[src/rtl/io_dpd_pkg.sv]
package io_dpd_pkg;
  localparam int ADDR_W      = 12;
  localparam int DATA_W      = 32;
  localparam int BANK_W      = 30;
  localparam int N_BANKS     = 2;
  localparam int BANK_IDX_W  = (N_BANKS > 1) ? $clog2(N_BANKS) : 1;
  localparam int N_RAILS     = N_BANKS * BANK_W;
  localparam int BANK_STRIDE = 8;

  localparam logic [ADDR_W-1:0] OFS_SAMPLE = 12'h020;
  localparam logic [ADDR_W-1:0] OFS_REQ0   = 12'h1B8;
  localparam logic [ADDR_W-1:0] OFS_TIMING = 12'h1C8;

  typedef enum logic [1:0] {
    CMD_IDLE     = 2'd0,
    CMD_RAIL_ON  = 2'd1,
    CMD_RAIL_OFF = 2'd2,
    CMD_RSVD     = 2'd3
  } dpd_cmd_e;

  typedef struct packed {
    logic [BANK_IDX_W-1:0] bank;
    dpd_cmd_e              cmd;
    logic [BANK_W-1:0]     sel;
  } dpd_req_t;

  function automatic logic [ADDR_W-1:0] req_ofs(input int b);
    return OFS_REQ0 + ADDR_W'(b * BANK_STRIDE);
  endfunction

  function automatic logic [ADDR_W-1:0] stat_ofs(input int b);
    return req_ofs(b) + ADDR_W'(4);
  endfunction

  function automatic logic cmd_is_action(input dpd_cmd_e c);
    return (c == CMD_RAIL_ON) || (c == CMD_RAIL_OFF);
  endfunction

  function automatic logic [BANK_W-1:0] apply_cmd(input logic [BANK_W-1:0] cur,
                                                  input dpd_cmd_e c,
                                                  input logic [BANK_W-1:0] sel);
    case (c)
      CMD_RAIL_ON:  return cur & ~sel;
      CMD_RAIL_OFF: return cur | sel;
      default:      return cur;
    endcase
  endfunction
endpackage

[src/rtl/io_dpd_regs.sv]
module io_dpd_regs
  import io_dpd_pkg::*;
#(
  parameter int TIM_W = 16
) (
  input  logic                  clk,
  input  logic                  rst_n,
  input  logic                  psel,
  input  logic                  penable,
  input  logic                  pwrite,
  input  logic [ADDR_W-1:0]     paddr,
  input  logic [DATA_W-1:0]     pwdata,
  output logic [DATA_W-1:0]     prdata,
  input  logic [N_RAILS-1:0]    stat_flat,
  output logic                  sample_en,
  output logic [TIM_W-1:0]      tim,
  output logic                  req_wr,
  output logic [BANK_IDX_W-1:0] req_bank,
  output logic [DATA_W-1:0]     req_word
);
  logic                wr_acc;
  logic [N_BANKS-1:0]  req_hit;
  logic [N_BANKS-1:0]  stat_hit;
  logic [DATA_W-1:0]   req_q [N_BANKS];

  assign wr_acc   = psel & penable & pwrite;
  assign req_wr   = wr_acc & (|req_hit);
  assign req_word = pwdata;

  always_comb begin
    req_hit  = '0;
    stat_hit = '0;
    req_bank = '0;
    for (int b = 0; b < N_BANKS; b++) begin
      req_hit[b]  = (paddr == req_ofs(b));
      stat_hit[b] = (paddr == stat_ofs(b));
      if (req_hit[b]) req_bank = BANK_IDX_W'(b);
    end
  end

  always_ff @(posedge clk) begin
    if (!rst_n) begin
      sample_en <= 1'b0;
      tim       <= '0;
      for (int b = 0; b < N_BANKS; b++) req_q[b] <= '0;
    end else if (wr_acc) begin
      if (paddr == OFS_SAMPLE) sample_en <= pwdata[0];
      if (paddr == OFS_TIMING) tim <= pwdata[TIM_W-1:0];
      for (int b = 0; b < N_BANKS; b++)
        if (req_hit[b]) req_q[b] <= pwdata;
    end
  end

  always_comb begin
    prdata = '0;
    if (psel) begin
      if (paddr == OFS_SAMPLE) prdata[0] = sample_en;
      if (paddr == OFS_TIMING) prdata[TIM_W-1:0] = tim;
      for (int b = 0; b < N_BANKS; b++) begin
        if (req_hit[b])  prdata = req_q[b];
        if (stat_hit[b]) prdata = {{(DATA_W-BANK_W){1'b0}}, stat_flat[b*BANK_W +: BANK_W]};
      end
    end
  end
endmodule

[src/rtl/io_dpd_seq.sv]
module io_dpd_seq
  import io_dpd_pkg::*;
#(
  parameter int TIM_W = 16
) (
  input  logic                  clk,
  input  logic                  rst_n,
  input  logic                  req_wr,
  input  logic [BANK_IDX_W-1:0] req_bank,
  input  logic [DATA_W-1:0]     req_word,
  input  logic [TIM_W-1:0]      tim,
  output logic                  active,
  output logic                  hold_pend,
  output logic                  done,
  output dpd_req_t              act
);
  dpd_req_t         incoming;
  dpd_req_t         hold_q;
  logic             valid_in;
  logic [TIM_W-1:0] cnt;

  assign incoming.bank = req_bank;
  assign incoming.cmd  = dpd_cmd_e'(req_word[DATA_W-1 -: 2]);
  assign incoming.sel  = req_word[BANK_W-1:0];
  assign valid_in      = req_wr & cmd_is_action(incoming.cmd);
  assign done          = active & (cnt == '0);

  always_ff @(posedge clk) begin
    if (!rst_n) begin
      active    <= 1'b0;
      hold_pend <= 1'b0;
      hold_q    <= '0;
      act       <= '0;
      cnt       <= '0;
    end else if (!active) begin
      if (hold_pend) begin
        active    <= 1'b1;
        act       <= hold_q;
        cnt       <= tim;
        hold_pend <= valid_in;
        if (valid_in) hold_q <= incoming;
      end else if (valid_in) begin
        active <= 1'b1;
        act    <= incoming;
        cnt    <= tim;
      end
    end else begin
      if (cnt == '0) active <= 1'b0;
      else           cnt    <= cnt - 1'b1;
      if (valid_in) begin
        hold_q    <= incoming;
        hold_pend <= 1'b1;
      end
    end
  end
endmodule

[src/rtl/io_dpd_rail_bank.sv]
module io_dpd_rail_bank
  import io_dpd_pkg::*;
#(
  parameter int BANK_ID = 0
) (
  input  logic                  clk,
  input  logic                  rst_n,
  input  logic                  apply,
  input  logic [BANK_IDX_W-1:0] act_bank,
  input  dpd_cmd_e              cmd,
  input  logic [BANK_W-1:0]     sel,
  output logic [BANK_W-1:0]     bits
);
  logic apply_here;
  assign apply_here = apply & (act_bank == BANK_IDX_W'(BANK_ID));

  always_ff @(posedge clk) begin
    if (!rst_n)          bits <= '0;
    else if (apply_here) bits <= apply_cmd(bits, cmd, sel);
  end
endmodule

[src/rtl/io_dpd_ctrl.sv]
module io_dpd_ctrl
  import io_dpd_pkg::*;
#(
  parameter int TIM_W = 16
) (
  input  logic                 clk,
  input  logic                 rst_n,
  input  logic                 psel,
  input  logic                 penable,
  input  logic                 pwrite,
  input  logic [ADDR_W-1:0]    paddr,
  input  logic [DATA_W-1:0]    pwdata,
  output logic [DATA_W-1:0]    prdata,
  output logic [N_RAILS-1:0]   rail_dpd,
  output logic                 busy
);
  logic                  sample_en;
  logic [TIM_W-1:0]      tim;
  logic                  req_wr;
  logic [BANK_IDX_W-1:0] req_bank;
  logic [DATA_W-1:0]     req_word;
  logic                  active;
  logic                  hold_pend;
  logic                  done;
  logic                  apply_en;
  dpd_req_t              act;
  logic [N_RAILS-1:0]    stat_flat;
  logic [N_RAILS-1:0]    act_sel_flat;

  io_dpd_regs #(.TIM_W(TIM_W)) u_regs (
    .clk(clk), .rst_n(rst_n), .psel(psel), .penable(penable), .pwrite(pwrite),
    .paddr(paddr), .pwdata(pwdata), .prdata(prdata), .stat_flat(stat_flat),
    .sample_en(sample_en), .tim(tim), .req_wr(req_wr), .req_bank(req_bank),
    .req_word(req_word)
  );

  io_dpd_seq #(.TIM_W(TIM_W)) u_seq (
    .clk(clk), .rst_n(rst_n), .req_wr(req_wr), .req_bank(req_bank),
    .req_word(req_word), .tim(tim), .active(active), .hold_pend(hold_pend),
    .done(done), .act(act)
  );

  assign apply_en = done & sample_en;
  assign busy     = active | hold_pend;
  assign rail_dpd = stat_flat;

  for (genvar b = 0; b < N_BANKS; b++) begin : g_bank
    io_dpd_rail_bank #(.BANK_ID(b)) u_bank (
      .clk(clk), .rst_n(rst_n), .apply(apply_en), .act_bank(act.bank),
      .cmd(act.cmd), .sel(act.sel), .bits(stat_flat[b*BANK_W +: BANK_W])
    );
  end

  always_comb begin
    act_sel_flat = '0;
    act_sel_flat[act.bank*BANK_W +: BANK_W] = act.sel;
  end
endmodule

[config.mk]
export PLATFORM = sky130hd
export DESIGN_NAME = io_dpd_ctrl
export DESIGN_NICKNAME = d
export VERILOG_FILES = /design/src/rtl/io_dpd_pkg.sv /design/src/rtl/io_dpd_regs.sv /design/src/rtl/io_dpd_seq.sv /design/src/rtl/io_dpd_rail_bank.sv /design/src/rtl/io_dpd_ctrl.sv
export SDC_FILE = /design/constraint.sdc
export NUM_CORES = 1
export LEC_CHECK = 0
export ABC_AREA = 1
export BUFFER_PORTS_ARGS = -buffer_cell sky130_fd_sc_hd__buf_2
export CORE_MARGIN = 2
export CORE_UTILIZATION = 60
export CTS_BUF_LIST = sky130_fd_sc_hd__clkbuf_2
export DETAILED_ROUTE_END_ITERATION = 12
export PLACE_DENSITY_LB_ADDON = 0.15
export SLEW_MARGIN = 10
export SYNTH_ARGS = -nofsm -noshare
export SYNTH_HDL_FRONTEND = slang
export SYNTH_SLANG_ARGS = --single-unit
[constraint.sdc]
create_clock -name clk -period 4.5 [get_ports clk]
set_input_delay 0.675 -clock clk [delete_from_list [all_inputs] [get_ports clk]]
set_output_delay 0.675 -clock clk [all_outputs]
set_load 0.05 [all_outputs]
==> flow_summary.json <==
{
  "endpoint_kind": "primary output",
  "p_leak_nw": 5.224,
  "synth_top_family_by_area": "simple AND/OR/NAND/NOR gates",
  "drive_gt1_frac": 0.1625,
  "crit_buf_inv": 4,
  "grt-ovfl-total": 0,
  "crit_slowest_cell": "nor2_2",
  "synthArstFlopShare": 0,
  "die_area_sq_um": 18940,
  "yosys.area.top_type_share": 0.3008,
  "hold_class": "in2reg",
  "row_count": 48,
  "crit_chain": "buf_2 -> inv_2 -> nand2_1 -> nor2_1 -> inv_2 -> nor2_2 -> nand3_1 -> nand3_1 -> o211ai_1 -> a21oi_1 -> buf_2",
  "mostFrequentLayoutCell": "nor2_1",
  "ys_seq_elements": 225,
  "powerDensity_nw_per_um2": 298.0,
  "ir_drop_mv": 0.1809,
  "io_buffers": 141,
  "cts_tree": "yes",
  "criticalPathCategory": "in2out",
  "drc": 0,
  "routed_wl_um": 29300,
  "period_minus_slack_ns": 3.529,
  "first_pass_iters": 5,
  "grt_usage": 0.3028,
  "power.total_mw": 3.561,
  "ys_warn_count": 0,
  "synthAdderAreaFrac": 0.003503,
  "synthMuxAreaShare": 0,
  "drv_cap": 0,
  "area_delta_synth_final_pct": 11.49,
  "slew_headroom": 0.1700,
  "synth_flop_cell": "dfxtp_1",
  "grt_pass1_wl_um": 44740,
  "critPathMaxFanout": 17,
  "synth_edf_count": 64,
  "cp_top_family": "simple AND/OR/NAND/NOR gates",
  "max_stage_delay_ns": 0.61,
  "skew_ns": 0.04097,
  "holdWs_ns": 0.07991,
  "startpoint_type": "primary input",
  "hold_buffers": 0,
  "place_congestion": 0.9422,
  "cts_max_path_buffers": 3,
  "finalHoldViolations": 0,
  "stdcell_area_sq_um": 11950,
  "htree_levels": 2,
  "wl_per_cell_um": 15.62,
  "ctsResizeCount": 0,
  "cp.arrival_ns": 2.85,
  "dp_cells": 1772,
  "fp.dieW_um": 137.6,
  "power.share.switching": 0.2632,
  "synthesis.nets": 1535,
  "initial_core_util": 0.6174,
  "layout.cells.non_filler": 1876,
  "clockPowerShare": 0.372,
  "antenna_found_initial": 2,
  "ctsRootBufferMaster": "clkbuf_2",
  "io_pins": 142,
  "p_seq_frac": 0.594,
  "netlist_area_sq_um": 10720,
  "first_iter_violations": 1140,
  "die_y_um": 137.6,
  "cts.clk_slew.worst_paths_ns": 0.10,
  "ys_seq_area_frac": 0.4801,
  "routed_via_density": 5.469,
  "layout_common_cells": "nor2_1, nand2_1, dfxtp_1",
  "power_switching_mw": 0.9372,
  "cts_buffers": 56,
  "grt_pass1_vias": 8535,
  "setup_ws_ns": 0.9708,
  "power.share.combinational": 0.034,
  "final_nets": 1657,
  "finish.utilization": 0.6883,
  "synth_top_cells_by_area": "dfxtp_1, edfxtp_1, nor2_1, nand2_1, o21ai_0",
  "max_freq_ghz": 0.2834,
  "cts_sinks": 225,
  "yosys.area.top_type": "dfxtp_1",
  "drv_slew": 0,
  "rsz0062_at_grt": "no",
  "required_ns": 3.83,
  "placed_area_sq_um": 11450,
  "coreArea_sq_um": 17360,
  "clock_latency_ns": 0.85,
  "cts_setup_buffers": 0,
  "p_int_mw": 2.623,
  "tightestPinTransition_ns": 1.245,
  "synthDistinctLibCells": 32,
  "grt_max_degree": 100,
  "setup_viol": 0,
  "ant_nets": 0,
  "outcome": "finished, final reports clean",
  "hpwl_um": 19820,
  "synthSimpleGateAreaFrac": 0.2586,
  "r2r_slack_ns": 2.38,
  "post-place-ws_ns": 1.040,
  "vias": 10260,
  "synthXorXnorAreaFrac": 0.005722,
  "netlist_instances": 1483,
  "postSynthAreaPerCell_sq_um": 7.225,
  "period_share": 0.7843,
  "setup_tns_ns": 0,
  "synth_compound_area_frac": 0.1573
}
## power by group through the flow
stage	clock [mW]	sequential, mW	combinational (mW)
after floorplan	0	2.16	0.0670
after global placement	0	2.16	0.118
after detailed placement	0	2.16	0.118
after CTS	1.33	2.12	0.119
after global routing	1.43	2.12	0.134
final	1.32	2.12	0.120
## cells in the mapped netlist (2+ instances only)
library cell	count
inv_2	7
a31oi_1	28
nand3b_1	4
ha_1	3
nand2_1	237
xor2_1	7
a211oi_1	2
a21oi_1	78
o21ai_0	161
nor2_2	3
nor3_1	67
buf_2	22
nand4_1	3
buf_6	4
nor2_1	311
a21oi_2	2
clkbuf_1	65
nand2_2	2
buf_1	3
nand3_1	51
o21bai_1	22
nor2_4	2
o211ai_1	8
inv_1	151
dfxtp_1	161
edfxtp_1	64
o21ai_1	10
## final cells by class
type	count	area, sq um
Antenna cell	2	5.005
Sequential cell	225	5146
Clock inverter	22	90.09
Timing Repair Buffer	159	855.8
Fill cell	1527	5410
Multi-Input combinational cell	1004	4571
Clock buffer	80	400.4
Tap cell	225	281.5
Inverter	159	596.8
## cell families after synthesis
group | after synthesis
xor gates and xnor gates | 7
DFF | 225
adders and majority gates | 3
and+or+nand+nor | 682
AOI/OAI and AO/OA | 312
buffers and inverters | 254
## path summary, 6_finish.rpt
path | from | endpoint | cells past startpoint
worst max register to register | u_seq.active | u_seq.hold_q[8] | 7
worst max-delay path | paddr[0] | prdata[11] | 11
worst min-delay path | pwdata[3] | u_seq.hold_q[3] | 3
worst min register to register | u_seq.act[3] | u_seq.act[3] | 2
## layer usage
metal | GRT usage | wire [um] | part of all wire
met1 | 0.4816 | 13610 | 0.46
met5 | 0 | 0 | 0
met2 | 0.3911 | 11800 | 0.40
met3 | 0.07763 | 3350 | 0.11
met4 | 0.09908 | 537 | 0.018
## tightest hold or removal path: stages
cell and delay [ns]:
buf_2 0.10, nor2_1 0.04, nor2_1 0.08
No activity file was read; power rests on OpenSTA's default activity.
